### config.mk
export PLATFORM = sky130hd
export DESIGN_NAME = hotplug_supervisor
export DESIGN_NICKNAME = d
export VERILOG_FILES = /design/src/rtl/hps_pkg.sv /design/src/rtl/hps_ctrl.sv /design/src/rtl/hps_dp.sv /design/src/rtl/hotplug_supervisor.sv
export SDC_FILE = /design/constraint.sdc
export NUM_CORES = 1
export LEC_CHECK = 0
export ABC_AREA = 1
export CORE_MARGIN = 5
export CORE_UTILIZATION = 50
export DETAILED_ROUTE_END_ITERATION = 12
export PLACE_DENSITY = 0.75
export SLEW_MARGIN = 20
export SYNTH_ARGS = -nofsm -noshare
export SYNTH_HDL_FRONTEND = slang
export SYNTH_SLANG_ARGS = --single-unit
### constraint.sdc
create_clock -name clk -period 2.29 [get_ports clk]
set_clock_uncertainty 0.2 [all_clocks]
set_input_delay 0.5725 -clock clk [delete_from_list [all_inputs] [get_ports clk]]
set_output_delay 0.5725 -clock clk [all_outputs]
set_load 0.005 [all_outputs]
### src/rtl/hps_pkg.sv
package hps_pkg;
  localparam int NUM_SLOTS = 2;
  localparam int DATA_W    = 8;
  localparam int ADDR_W    = 2;
  localparam int DUR_W     = 8;
  localparam int CTRL_W    = 3 * NUM_SLOTS + 1;
  localparam int STAT_W    = 3 * NUM_SLOTS;

  localparam logic [ADDR_W-1:0] ADDR_CTRL = 2'd0;
  localparam logic [ADDR_W-1:0] ADDR_STAT = 2'd1;
  localparam logic [ADDR_W-1:0] ADDR_LIVE = 2'd2;
  localparam logic [ADDR_W-1:0] ADDR_DUR  = 2'd3;

  typedef logic [NUM_SLOTS-1:0] slotVec_t;

  // control register: intMask is the top bit, mainReg the lowest field
  typedef struct packed {
    logic     intMask;
    slotVec_t forceDis;
    slotVec_t auxReg;
    slotVec_t mainReg;
  } ctrlReg_t;

  typedef struct packed {
    slotVec_t ot;
    slotVec_t uv;
    slotVec_t oc;
  } statReg_t;

  // strobes from the control path into the register/latch datapath
  typedef struct packed {
    slotVec_t setOc;
    slotVec_t setUv;
    slotVec_t setOt;
    slotVec_t setMainLatch;
    slotVec_t setAuxLatch;
    slotVec_t clrMainLatch;
    slotVec_t clrAuxLatch;
  } strobe_t;
endpackage

### src/rtl/hps_ctrl.sv
module hps_ctrl import hps_pkg::*; #(
  parameter int PorCycles = 1000
) (
  input  logic             clk,
  input  logic             standbyOk,
  input  slotVec_t         senseRegHit,
  input  slotVec_t         senseShortHit,
  input  slotVec_t         mainUv,
  input  slotVec_t         auxUv,
  input  slotVec_t         overTemp,
  input  slotVec_t         onN,
  input  slotVec_t         auxEnN,
  input  slotVec_t         forceOnN,
  input  ctrlReg_t         ctrl,
  input  logic [DUR_W-1:0] regDur,
  input  slotVec_t         mainLatch,
  input  slotVec_t         auxLatch,
  output logic             porDone,
  output slotVec_t         mainEn,
  output slotVec_t         auxEn,
  output slotVec_t         faultN,
  output slotVec_t         pwrGdN,
  output slotVec_t         forceAct,
  output strobe_t          strobe
);
  localparam int PorW = $clog2(PorCycles + 1);

  logic [PorW-1:0] porCnt;

  always_ff @(posedge clk or negedge standbyOk) begin
    if (!standbyOk) begin
      porCnt  <= '0;
      porDone <= 1'b0;
    end else if (!porDone) begin
      if (porCnt == PorW'(PorCycles - 1)) porDone <= 1'b1;
      else porCnt <= porCnt + 1'b1;
    end
  end

  slotVec_t mainReq, auxReq, ocEv, uvEv, otEv;

  for (genvar s = 0; s < NUM_SLOTS; s++) begin : g_slot
    logic [DUR_W-1:0] durCnt;
    logic             regActive;
    logic             timeout;

    assign mainReq[s]  = porDone & (~onN[s] | ctrl.mainReg[s]);
    assign auxReq[s]   = porDone & (~auxEnN[s] | ctrl.auxReg[s]);
    assign forceAct[s] = porDone & ~forceOnN[s] & ~ctrl.forceDis[s];

    assign mainEn[s] = forceAct[s] | (mainReq[s] & ~mainLatch[s] & ~mainUv[s]);
    assign auxEn[s]  = ~auxUv[s] & (forceAct[s] | (auxReq[s] & ~auxLatch[s]));
    assign faultN[s] = forceAct[s] | ~(mainLatch[s] | auxLatch[s]);
    assign pwrGdN[s] = forceAct[s] | ~(mainEn[s] & ~mainUv[s]);

    assign regActive = senseRegHit[s] & mainEn[s];
    assign timeout   = regActive & (durCnt == regDur);

    always_ff @(posedge clk or negedge standbyOk) begin
      if (!standbyOk)           durCnt <= '0;
      else if (!regActive)      durCnt <= '0;
      else if (durCnt != regDur) durCnt <= durCnt + 1'b1;
    end

    assign ocEv[s] = timeout | (senseShortHit[s] & mainEn[s]);
    assign uvEv[s] = mainUv[s] & mainReq[s];
    assign otEv[s] = overTemp[s] & auxEn[s];
  end

  assign strobe.setOc        = ocEv;
  assign strobe.setUv        = uvEv;
  assign strobe.setOt        = otEv;
  assign strobe.setMainLatch = (ocEv | uvEv) & ~forceAct;
  assign strobe.setAuxLatch  = otEv & ~forceAct;
  assign strobe.clrMainLatch = ~mainReq;
  assign strobe.clrAuxLatch  = ~auxReq;
endmodule

### src/rtl/hps_dp.sv
module hps_dp import hps_pkg::*; (
  input  logic              clk,
  input  logic              standbyOk,
  input  logic              porDone,
  input  logic              wrEn,
  input  logic [ADDR_W-1:0] addr,
  input  logic [DATA_W-1:0] wrData,
  input  strobe_t           strobe,
  input  slotVec_t          mainEn,
  input  slotVec_t          auxEn,
  output ctrlReg_t          ctrl,
  output logic [DUR_W-1:0]  regDur,
  output statReg_t          stat,
  output slotVec_t          mainLatch,
  output slotVec_t          auxLatch,
  output logic [DATA_W-1:0] rdData,
  output logic              intN
);
  logic [STAT_W-1:0] statClr;
  statReg_t          statSet;

  assign statClr = (wrEn && addr == ADDR_STAT) ? wrData[STAT_W-1:0] : '0;
  assign statSet = '{ot: strobe.setOt, uv: strobe.setUv, oc: strobe.setOc};

  always_ff @(posedge clk or negedge standbyOk) begin
    if (!standbyOk) begin
      ctrl      <= '0;
      regDur    <= '0;
      stat      <= '0;
      mainLatch <= '0;
      auxLatch  <= '0;
    end else if (!porDone) begin
      ctrl      <= '0;
      regDur    <= '0;
      stat      <= '0;
      mainLatch <= '0;
      auxLatch  <= '0;
    end else begin
      if (wrEn && addr == ADDR_CTRL) ctrl <= ctrlReg_t'(wrData[CTRL_W-1:0]);
      if (wrEn && addr == ADDR_DUR)  regDur <= wrData[DUR_W-1:0];
      stat      <= (stat & ~statClr) | statSet;
      mainLatch <= (mainLatch & ~strobe.clrMainLatch) | strobe.setMainLatch;
      auxLatch  <= (auxLatch & ~strobe.clrAuxLatch) | strobe.setAuxLatch;
    end
  end

  always_comb begin
    unique case (addr)
      ADDR_CTRL: rdData = DATA_W'(ctrl);
      ADDR_STAT: rdData = DATA_W'(stat);
      ADDR_LIVE: rdData = DATA_W'({auxEn, mainEn});
      default:   rdData = DATA_W'(regDur);
    endcase
  end

  assign intN = ~(porDone & (|stat) & ~ctrl.intMask);
endmodule

### src/rtl/hotplug_supervisor.sv
module hotplug_supervisor import hps_pkg::*; #(
  parameter int PorCycles = 1000
) (
  input  logic                 clk,
  input  logic                 standbyOk,
  input  logic [NUM_SLOTS-1:0] senseRegHit,
  input  logic [NUM_SLOTS-1:0] senseShortHit,
  input  logic [NUM_SLOTS-1:0] mainUv,
  input  logic [NUM_SLOTS-1:0] auxUv,
  input  logic [NUM_SLOTS-1:0] overTemp,
  input  logic [NUM_SLOTS-1:0] onN,
  input  logic [NUM_SLOTS-1:0] auxEnN,
  input  logic [NUM_SLOTS-1:0] forceOnN,
  input  logic                 regWrEn,
  input  logic [ADDR_W-1:0]    regAddr,
  input  logic [DATA_W-1:0]    regWrData,
  output logic [DATA_W-1:0]    regRdData,
  output logic [NUM_SLOTS-1:0] mainEn,
  output logic [NUM_SLOTS-1:0] auxEn,
  output logic [NUM_SLOTS-1:0] faultN,
  output logic [NUM_SLOTS-1:0] pwrGdN,
  output logic                 intN
);
  logic             porDone;
  slotVec_t         forceAct, mainLatch, auxLatch;
  ctrlReg_t         ctrl;
  statReg_t         statBits;
  logic [DUR_W-1:0] regDur;
  strobe_t          strobe;

  hps_ctrl #(.PorCycles(PorCycles)) i_ctrl (
    .clk(clk), .standbyOk(standbyOk),
    .senseRegHit(senseRegHit), .senseShortHit(senseShortHit),
    .mainUv(mainUv), .auxUv(auxUv), .overTemp(overTemp),
    .onN(onN), .auxEnN(auxEnN), .forceOnN(forceOnN),
    .ctrl(ctrl), .regDur(regDur), .mainLatch(mainLatch), .auxLatch(auxLatch),
    .porDone(porDone), .mainEn(mainEn), .auxEn(auxEn), .faultN(faultN),
    .pwrGdN(pwrGdN), .forceAct(forceAct), .strobe(strobe)
  );

  hps_dp i_dp (
    .clk(clk), .standbyOk(standbyOk), .porDone(porDone),
    .wrEn(regWrEn), .addr(regAddr), .wrData(regWrData),
    .strobe(strobe), .mainEn(mainEn), .auxEn(auxEn),
    .ctrl(ctrl), .regDur(regDur), .stat(statBits),
    .mainLatch(mainLatch), .auxLatch(auxLatch),
    .rdData(regRdData), .intN(intN)
  );
endmodule

Word-level counts from Yosys, hierarchy flattened
Cells that the tools add are included.
{"block": "classes", "n_addsub": 3, "eq_ne": 12, "mux": 15, "bitwise": 85, "n_reduce_logical": 6}
{"cell": "$mux 8", "count": 6}
{"cell": "$and 1x1->1", "count": 30}
{"cell": "$not 1->1", "count": 24}
{"cell": "$pmux 8 s3", "count": 1}
{"cell": "$add 8x1->8 const B", "count": 2}
{"cell": "$eq 8x8->1", "count": 2}
{"cell": "$ne 8x8->1", "count": 2}
{"cell": "$or 1x1->1", "count": 16}
{"cell": "$mux 7", "count": 2}
{"cell": "$mux 6", "count": 2}
{"cell": "$add 10x1->10 const B", "count": 1}
{"cell": "$eq 10x10->1 const B", "count": 1}
{"cell": "$not 2->2", "count": 5}
{"cell": "$and 2x2->2", "count": 4}
{"cell": "$and 6x6->6", "count": 1}
{"cell": "$not 6->6", "count": 1}
{"cell": "$or 2x2->2", "count": 3}
{"cell": "$or 6x6->6", "count": 1}
{"cell": "$reduce_or 6->1", "count": 1}
{"cell": "$eq 2x2->1 const B", "count": 2}
{"cell": "$mux 2", "count": 2}
{"cell": "$ne 2x1->1 const B", "count": 2}
{"cell": "$ne 2x2->1 const B", "count": 2}
{"cell": "$logic_and 1x1->1", "count": 3}
{"cell": "other kinds (4)", "count": 5}
{"block": "totals", "ff_bits": 52, "input_bits": 29, "out_inout_bits": 17, "word_cells": 135}

Logic depth before layout (Yosys ltp)
Gate-level depths: netlist (run 1).
{"block": "depth", "depth_word": 13, "depth_mapped": 11, "depth_no_buf": 10}

Hierarchy
A second synthesis (run 1) with hierarchy kept.
{"block": "unflattened", "cells_unflattened": 438, "hier_area_um2": 3294.4}
{"mod": "hps_ctrl", "n_inst": 1, "cells_per_inst": 281, "area_per_inst_um2": 1949.4}
{"mod": "hps_dp", "n_inst": 1, "cells_per_inst": 157, "area_per_inst_um2": 1345.0}

Least setup slack after synthesis (run 1)
Ideal clock, no wire load.
{"block": "synth_timing", "path_kind": "in2out", "start": "in regAddr[1]", "end": "out regRdData[0]", "arrival_ns": 1.202, "t_required_ns": 1.517, "path_slack_ns": 0.316, "cell_stages": 6, "n_path_buf": 1, "path_cell_list": "inv_1 nand2_1 inv_1 clkbuf_1 a22oi_1 o221ai_1"}
{"block": "synth_via", "elab_chain_len": 2}
{"element": "start, declared", "line": "hotplug_supervisor.sv:15", "source": "input logic [ADDR_W-1:0] regAddr,"}
{"element": "$eq 2x2->1 (tied with other cells)", "line": "hps_dp.sv:48", "source": "unique case (addr)"}
{"element": "$pmux 8 s3 *", "line": "hps_dp.sv:48"}
{"element": "end, declared", "line": "hotplug_supervisor.sv:17", "source": "output logic [DATA_W-1:0] regRdData,"}
Mark *: on every way between the ends. The rest lies on a longest branch, timed or not.

Final worst setup path (run 1)
{"block": "layout_timing", "start": "reg i_ctrl.porDone", "end": "out regRdData[2]"}
{"block": "layout_via", "elab_chain_len": 5}
{"element": "start, declared", "line": "hps_ctrl.sv:18", "source": "output logic porDone,"}
{"element": "start signal, assigned", "line": "hps_ctrl.sv:33", "source": "porDone <= 1'b0;"}
{"element": "start signal, assigned", "line": "hps_ctrl.sv:35", "source": "if (porCnt == PorW'(PorCycles - 1)) porDone <= 1'b1;"}
{"element": "$and 1x1->1 (on tied branches)", "line": "hps_ctrl.sv:49, hps_ctrl.sv:48"}
{"element": "$and 1x1->1 (on tied branches)", "line": "hps_ctrl.sv:49, hps_ctrl.sv:52"}
{"element": "$or 1x1->1 *", "line": "hps_ctrl.sv:52", "source": "assign auxEn[s] = ~auxUv[s] & (forceAct[s] | (auxReq[s] & ~auxLatch[s]));"}
{"element": "$and 1x1->1 *", "line": "hps_ctrl.sv:52"}
{"element": "$pmux 8 s3 *", "line": "hps_dp.sv:48"}
Marks and branches as above.

==> impl_metrics.yaml, run 1 <==
global_routing:
  grt_max_degree: 53
  grt_pass1_vias: 3251
  grt_pass1_wl_um: 14700
  grt.overflow.total: 0
  grt_usage: 0.236
  antenna_found_initial: 0
placed_design:
  numPortBuffers: 45
  dp_slack_ns: -0.621
  hpwlAfterDp_um: 6060
  gp_congestion: 0.944
  dp_cells: 564
synthesis:
  synth_top_area_share: 0.419
  synth_area_leaders: "dfrtp_1 (42%), nand2_1 (18%), nand3_1 (6.4%)"
  ys_ff_latch: 52
  syn_area_um2: 3100
  ys_seq_area_frac: 0.419
  yosys.area.top_type: "dfrtp_1"
  synth_area_per_cell_um2: 7.34
  yosysWarnings: 0
  synthCells: 423
  mappedNetlistNets: 455
  ys_types: 31
final_layout:
  fillerInstances: 468
  finalNetCount: 558
  multi_input_area_um2: 1680
  syn2layout_area_growth_pct: 37.4
  utilization: 0.712
  seqCellArea_um2: 1300
  n_antenna_cell: 0
  fin_cells: 602
  drive_gt1_frac: 0.245
sta:
  grt_setup_unrepaired: "yes"
  setup_ws_ns: -0.185
  drv_slew: 0
  setup_violations: 9
  finalCritPeriodShare: 1.08
  worst_slew_pin_slew_ns: 0.347
  finalHoldViolCount: 0
  timing.hold.ws_ns: 0.0330
  fmax_ghz: 0.404
  slew_headroom: 0.767
  period_minus_slack_ns: 2.48
power_and_ir_drop:
  p_total_mw: 1.74
  ir_drop_mv: 0.251
  powerDensity_nw_per_um2: 407
  p_leak_nw: 2.15
floorplanning:
  dieHeight_um: 88.8
  dieArea_um2: 7880
  rows: 28
  die_w_um: 88.8
  initial_core_util: 0.518
  core_area_um2: 5990
  num_io_pins: 46
worst_setup_path:
  required_ns: 1.52
  path_cells: "inv_4, buf_12, buf_6, nor2_4, nand2_2, a21oi_2, buf_4, nand2_4, o2111ai_2, buf_2"
  timing.rr.start: "i_dp.ctrl[2]"
  cp_num_buf_inv: 5
  critPathSlowestCell: "dfrtp_1"
  reg2reg_depth: 14
  r2r_slack_ns: 0.04
  cp-start-kind: "flip-flop"
  path_class: "reg -> out"
  critPathCaptureType: "output port"
  critPathMaxFanout: 3
  cpLargestDelayFamily: "buffers and inverters"
  r2r_end: "i_dp.auxLatch[0]"
  cp.arrival_ns: 1.70
  slowest_delay_ns: 0.41
route:
  detail-route-antenna-nets: 0
  routed_wl_um: 8870
  drc: 0
  first_iter_violations: 159
  drtPass1Iterations: 5
  wl_per_cell_um: 14.7
  num_vias: 3210
  avgViaCountPerCell: 5.33
clock_network:
  cts.htree.levels: 2
  clk_pin_slew_ns: 0.10
  cts_root_buf: "clkbuf_8"
  clock_sinks: 52
  clockBufferDepth: 2
  cts_hold_buf: 0
  cts_tree: "yes"
  clock_latency_ns: 0.31
  cts_inserted_buffers: 5
status:
  violations: "negative setup slack"
  status: "finished with violations"
min_path:
  min_path_type: "in -> async"
job:
  drv_cap: 0
[area by class of cell]
class,instances,share of cell area
Multi-Input combinational cell,312,0.394
Inverter,52,0.0481
Clock buffer,6,0.0194
Timing Repair Buffer,103,0.203
Clock inverter,2,0.00909
Sequential cell,52,0.305
Tap cell,75,0.0220
[sequential cells by signal (all words and copies together), names as in the netlist]
signal	flops
i_ctrl.g_slot.durCnt	16
i_ctrl.porCnt	10
i_dp.regDur	8
i_dp.ctrl	7
i_dp.stat	6
i_dp.auxLatch	2
i_dp.mainLatch	2
i_ctrl.porDone	1
[what timing repair did]
action / in CTS / in global routing
pin swaps: 14 / 7
setup endpoints to repair: 17 / 15
gates cloned: 0 / 0
buffers inserted: 27 / 7
resized for setup: 83 / 26
[routing by layer]
layer / vias up / wire length, um / share of wire / GRT usage
met5: - / 0 / 0 / 0
li1: 1558 / - / - / -
met4: 0 / 208 / 0.023 / 0.0907
met3: 21 / 464 / 0.052 / 0.0400
met2: 105 / 4470 / 0.50 / 0.410
met1: 1526 / 3730 / 0.42 / 0.292
[layout by cell type (no fill, tap or decap), types with 6 or more instances in the layout]
cell and instances:
a21oi_1 6, buf_2 8, buf_4 51, buf_6 6, clkbuf_8 6, clkdlybuf4s50_1 17, dfrtp_1 52, dlygate4sd2_1 11
inv_1 42, inv_2 7, nand2_1 141, nand2_2 6, nand2_4 6, nand3_1 36, nand4_1 6, nor2_1 22
o21ai_0 26, xnor2_1 12, xor2_1 9
[synthesized netlist by cell type]
master     instances
a21oi_1           10
a22oi_1            1
a31o_2             1
buf_6              2
clkbuf_1           4
clkbuf_2           1
dfrtp_1           52
ha_1               3
inv_1             45
inv_2              4
inv_4              2
inv_6              1
nand2_1          146
nand2_2            3
nand2_4            4
nand3_1           40
nand3_4            2
nand3b_1           1
nand4_1            6
nor2_1            27
nor2_2             1
nor2_4             2
nor3_1             5
nor4_1             1
o2111ai_1          3
o21ai_0           27
o21ai_1            4
o221ai_1           3
o22ai_1            1
xnor2_1           12
xor2_1             9
[how the worst max path moves through the flow]
stage / from / endpoint / slack, ns / cells after the start
floorplan: regAddr[1] / regRdData[0] / 0.32 / 6
global placement: regAddr[1] / regRdData[0] / -0.61 / 7
detailed placement: regAddr[0] / regRdData[0] / -0.62 / 6
CTS: i_ctrl.porDone / regRdData[3] / -0.17 / 10
global route: i_ctrl.porDone / regRdData[2] / -0.24 / 10
finish: i_ctrl.porDone / regRdData[2] / -0.19 / 10
[metrics by stage]
stage,cell area [um^2],TNS [ns]
2_1_floorplan,3100,0
3_3_place_gp,3820,-8.92
3_5_place_dp,3820,-9.18
4_1_cts,4180,-0.601
5_1_grt,4270,-1.48
6_report,4270,-0.733
[cell families after synthesis]
| kind of cell | Yosys count | share of synthesized area |
|---|---|---|
| buf+inv | 59 | 0.0798 |
| simple gates | 238 | 0.339 |
| compound gates | 50 | 0.0903 |
| fa+ha+maj | 3 | 0.0121 |
| xor+xnor | 21 | 0.0593 |
| flops | 52 | 0.419 |
[report_power, final]
group          switching, mW  internal, mW  total [mW]
Combinational         0.0641        0.0661       0.130
Sequential                 0         0.917       0.917
Clock                  0.330         0.358       0.688
(Power assumes the default switching activity.)
==> run 2: changes to the inputs <==
SKIP_LAST_GASP = 1   (was unset)
clock period = 2.9 ns   (was 2.29 ns; I/O delays follow)
==> impl_metrics.yaml, run 2 (synthesized netlist as in run 1, its figures left out) <==
floorplanning:
  num_io_pins: 46
  dieArea_um2: 7880
  rows: 28
  die_w_um: 88.8
  dieHeight_um: 88.8
  core_area_um2: 5990
  initial_core_util: 0.518
placed_design:
  gp_congestion: 0.942
  numPortBuffers: 45
  hpwlAfterDp_um: 6040
power_and_ir_drop:
  p_total_mw: 1.22
  seqPwrFrac: 0.596
  p_clk_frac: 0.336
  powerDensity_nw_per_um2: 314
  ir_drop_mv: 0.202
  p_leak_nw: 1.93
  switching_share: 0.236
  internal-power_uw: 929
  switchingPower_uw: 287
  combPwrFrac: 0.068
worst_setup_path:
  r2r_end: "i_ctrl.g_slot[1].durCnt[7]"
  critPathMaxFanout: 4
  cp.arrival_ns: 1.91
  critPathCaptureType: "output port"
  reg2reg_depth: 12
  path_class: "in -> out"
  r2r_slack_ns: 1.01
  crit_start: "forceOnN[0]"
  cp-start-kind: "input pin"
  required_ns: 1.98
  timing.rr.start: "i_ctrl.porDone"
clock_network:
  cts.htree.levels: 2
  clk_pin_slew_ns: 0.09
  clockBufferDepth: 2
  cts_hold_buf: 0
  cts_root_buf: "clkbuf_8"
  cts_tree: "yes"
  cts_inserted_buffers: 5
  clock_latency_ns: 0.31
  clock_sinks: 52
global_routing:
  grt_usage: 0.214
  grt.overflow.total: 0
  grt_pass1_vias: 2834
  grt_max_degree: 23
  grt_pass1_wl_um: 13200
  antenna_found_initial: 0
route:
  detail-route-antenna-nets: 0
  drtPass1Iterations: 4
  first_iter_violations: 107
  num_vias: 2935
  avgViaCountPerCell: 5.20
  routed_wl_um: 7750
  wl_per_cell_um: 13.7
  drc: 0
final_layout:
  final_common_cell: "nand2_1"
  drive_gt1_frac: 0.131
  reg_top3: "i_ctrl.g_slot.durCnt x16, i_ctrl.porCnt x10, i_dp.regDur x8"
  regMostFlops: "i_ctrl.g_slot.durCnt"
  largest_register_ffs: 16
  final_cell_mix: "nand2_1 (145), dfrtp_1 (52), inv_1 (43)"
  fillerInstances: 534
  finalNetCount: 521
  syn2layout_area_growth_pct: 24.8
  n_antenna_cell: 0
job:
  drv_cap: 0
sta:
  grt_setup_unrepaired: "yes"
  setup_violations: 0
  timing.hold.ws_ns: 0.169
  period_minus_slack_ns: 2.84
  worst_slew_pin_slew_ns: 0.501
  setup-tns-final_ns: 0
  slew_headroom: 0.666
  fmax_ghz: 0.352
  finalCritPeriodShare: 0.979
  drv_slew: 0
  finalHoldViolCount: 0
min_path:
  min_path_type: "in -> async"
status:
  status: "finished, final reports clean"
[run 2: power groups by stage]
stage	Sequential [mW]	Clock, mW	Combinational (mW)
2_1_floorplan	0.739	0	0.0140
3_3_place_gp	0.739	0	0.0813
3_5_place_dp	0.739	0	0.0822
4_1_cts	0.724	0.418	0.0824
5_1_grt	0.725	0.453	0.0907
6_report	0.724	0.409	0.0825
[run 2: worst max-delay path by stage]
stage / to / slack [ns] / depth (start not counted)
finish: pwrGdN[0] / 0.06 / 6
global route: pwrGdN[0] / -0.002 / 4
CTS: pwrGdN[0] / 0.005 / 5
global placement: regRdData[3] / -0.28 / 7
floorplan: regRdData[0] / 0.62 / 6
detailed placement: regRdData[2] / -0.34 / 7
[run 2: layer usage]
layer,track usage,vias up,part of all wire
met4,0.0687,0,0.012
met3,0.0428,10,0.045
li1,-,1488,-
met5,0,-,0
met2,0.354,71,0.49
met1,0.282,1366,0.46
[run 2: cell type report]
cell class | count | area [um^2] | area share
Multi-Input combinational cell | 312 | 1600 | 0.413
Sequential cell | 52 | 1300 | 0.336
Timing Repair Buffer | 66 | 591 | 0.152
Inverter | 52 | 205 | 0.0530
Tap cell | 75 | 93.8 | 0.0242
Clock buffer | 5 | 68.8 | 0.0178
Clock inverter | 2 | 12.5 | 0.00323
[run 2: per-stage QoR]
| step | area [um^2] | utilization | setup WS [ns] | instances |
|---|---|---|---|---|
| 6_report | 3870 | 0.647 | 0.0617 | 564 |
| 5_1_grt | 3870 | 0.647 | -0.00186 | 564 |
| 4_1_cts | 3850 | 0.643 | 0.00536 | 564 |
| 3_5_place_dp | 3740 | 0.625 | -0.339 | 555 |
| 3_3_place_gp | 3740 | 0.625 | -0.282 | 555 |
| 2_1_floorplan | 3100 | - | 0.621 | 423 |
[run 2: timing repair]
item | in CTS | in global routing
buffers inserted | 2 | 0
cloned | 0 | 0
setup endpoints to repair | 16 | 9
pin swaps | 6 | 1
hold endpoints to repair | 0 | 0
gates resized for setup | 24 | 12
[run 2: worst max-delay path, cell delays in order]
cell and delay [ns]:
dlygate4sd2_1 0.27, nor2_4 0.13, nand2_4 0.08, buf_4 0.14, nand3_1 0.07, clkdlybuf4s50_1 0.50
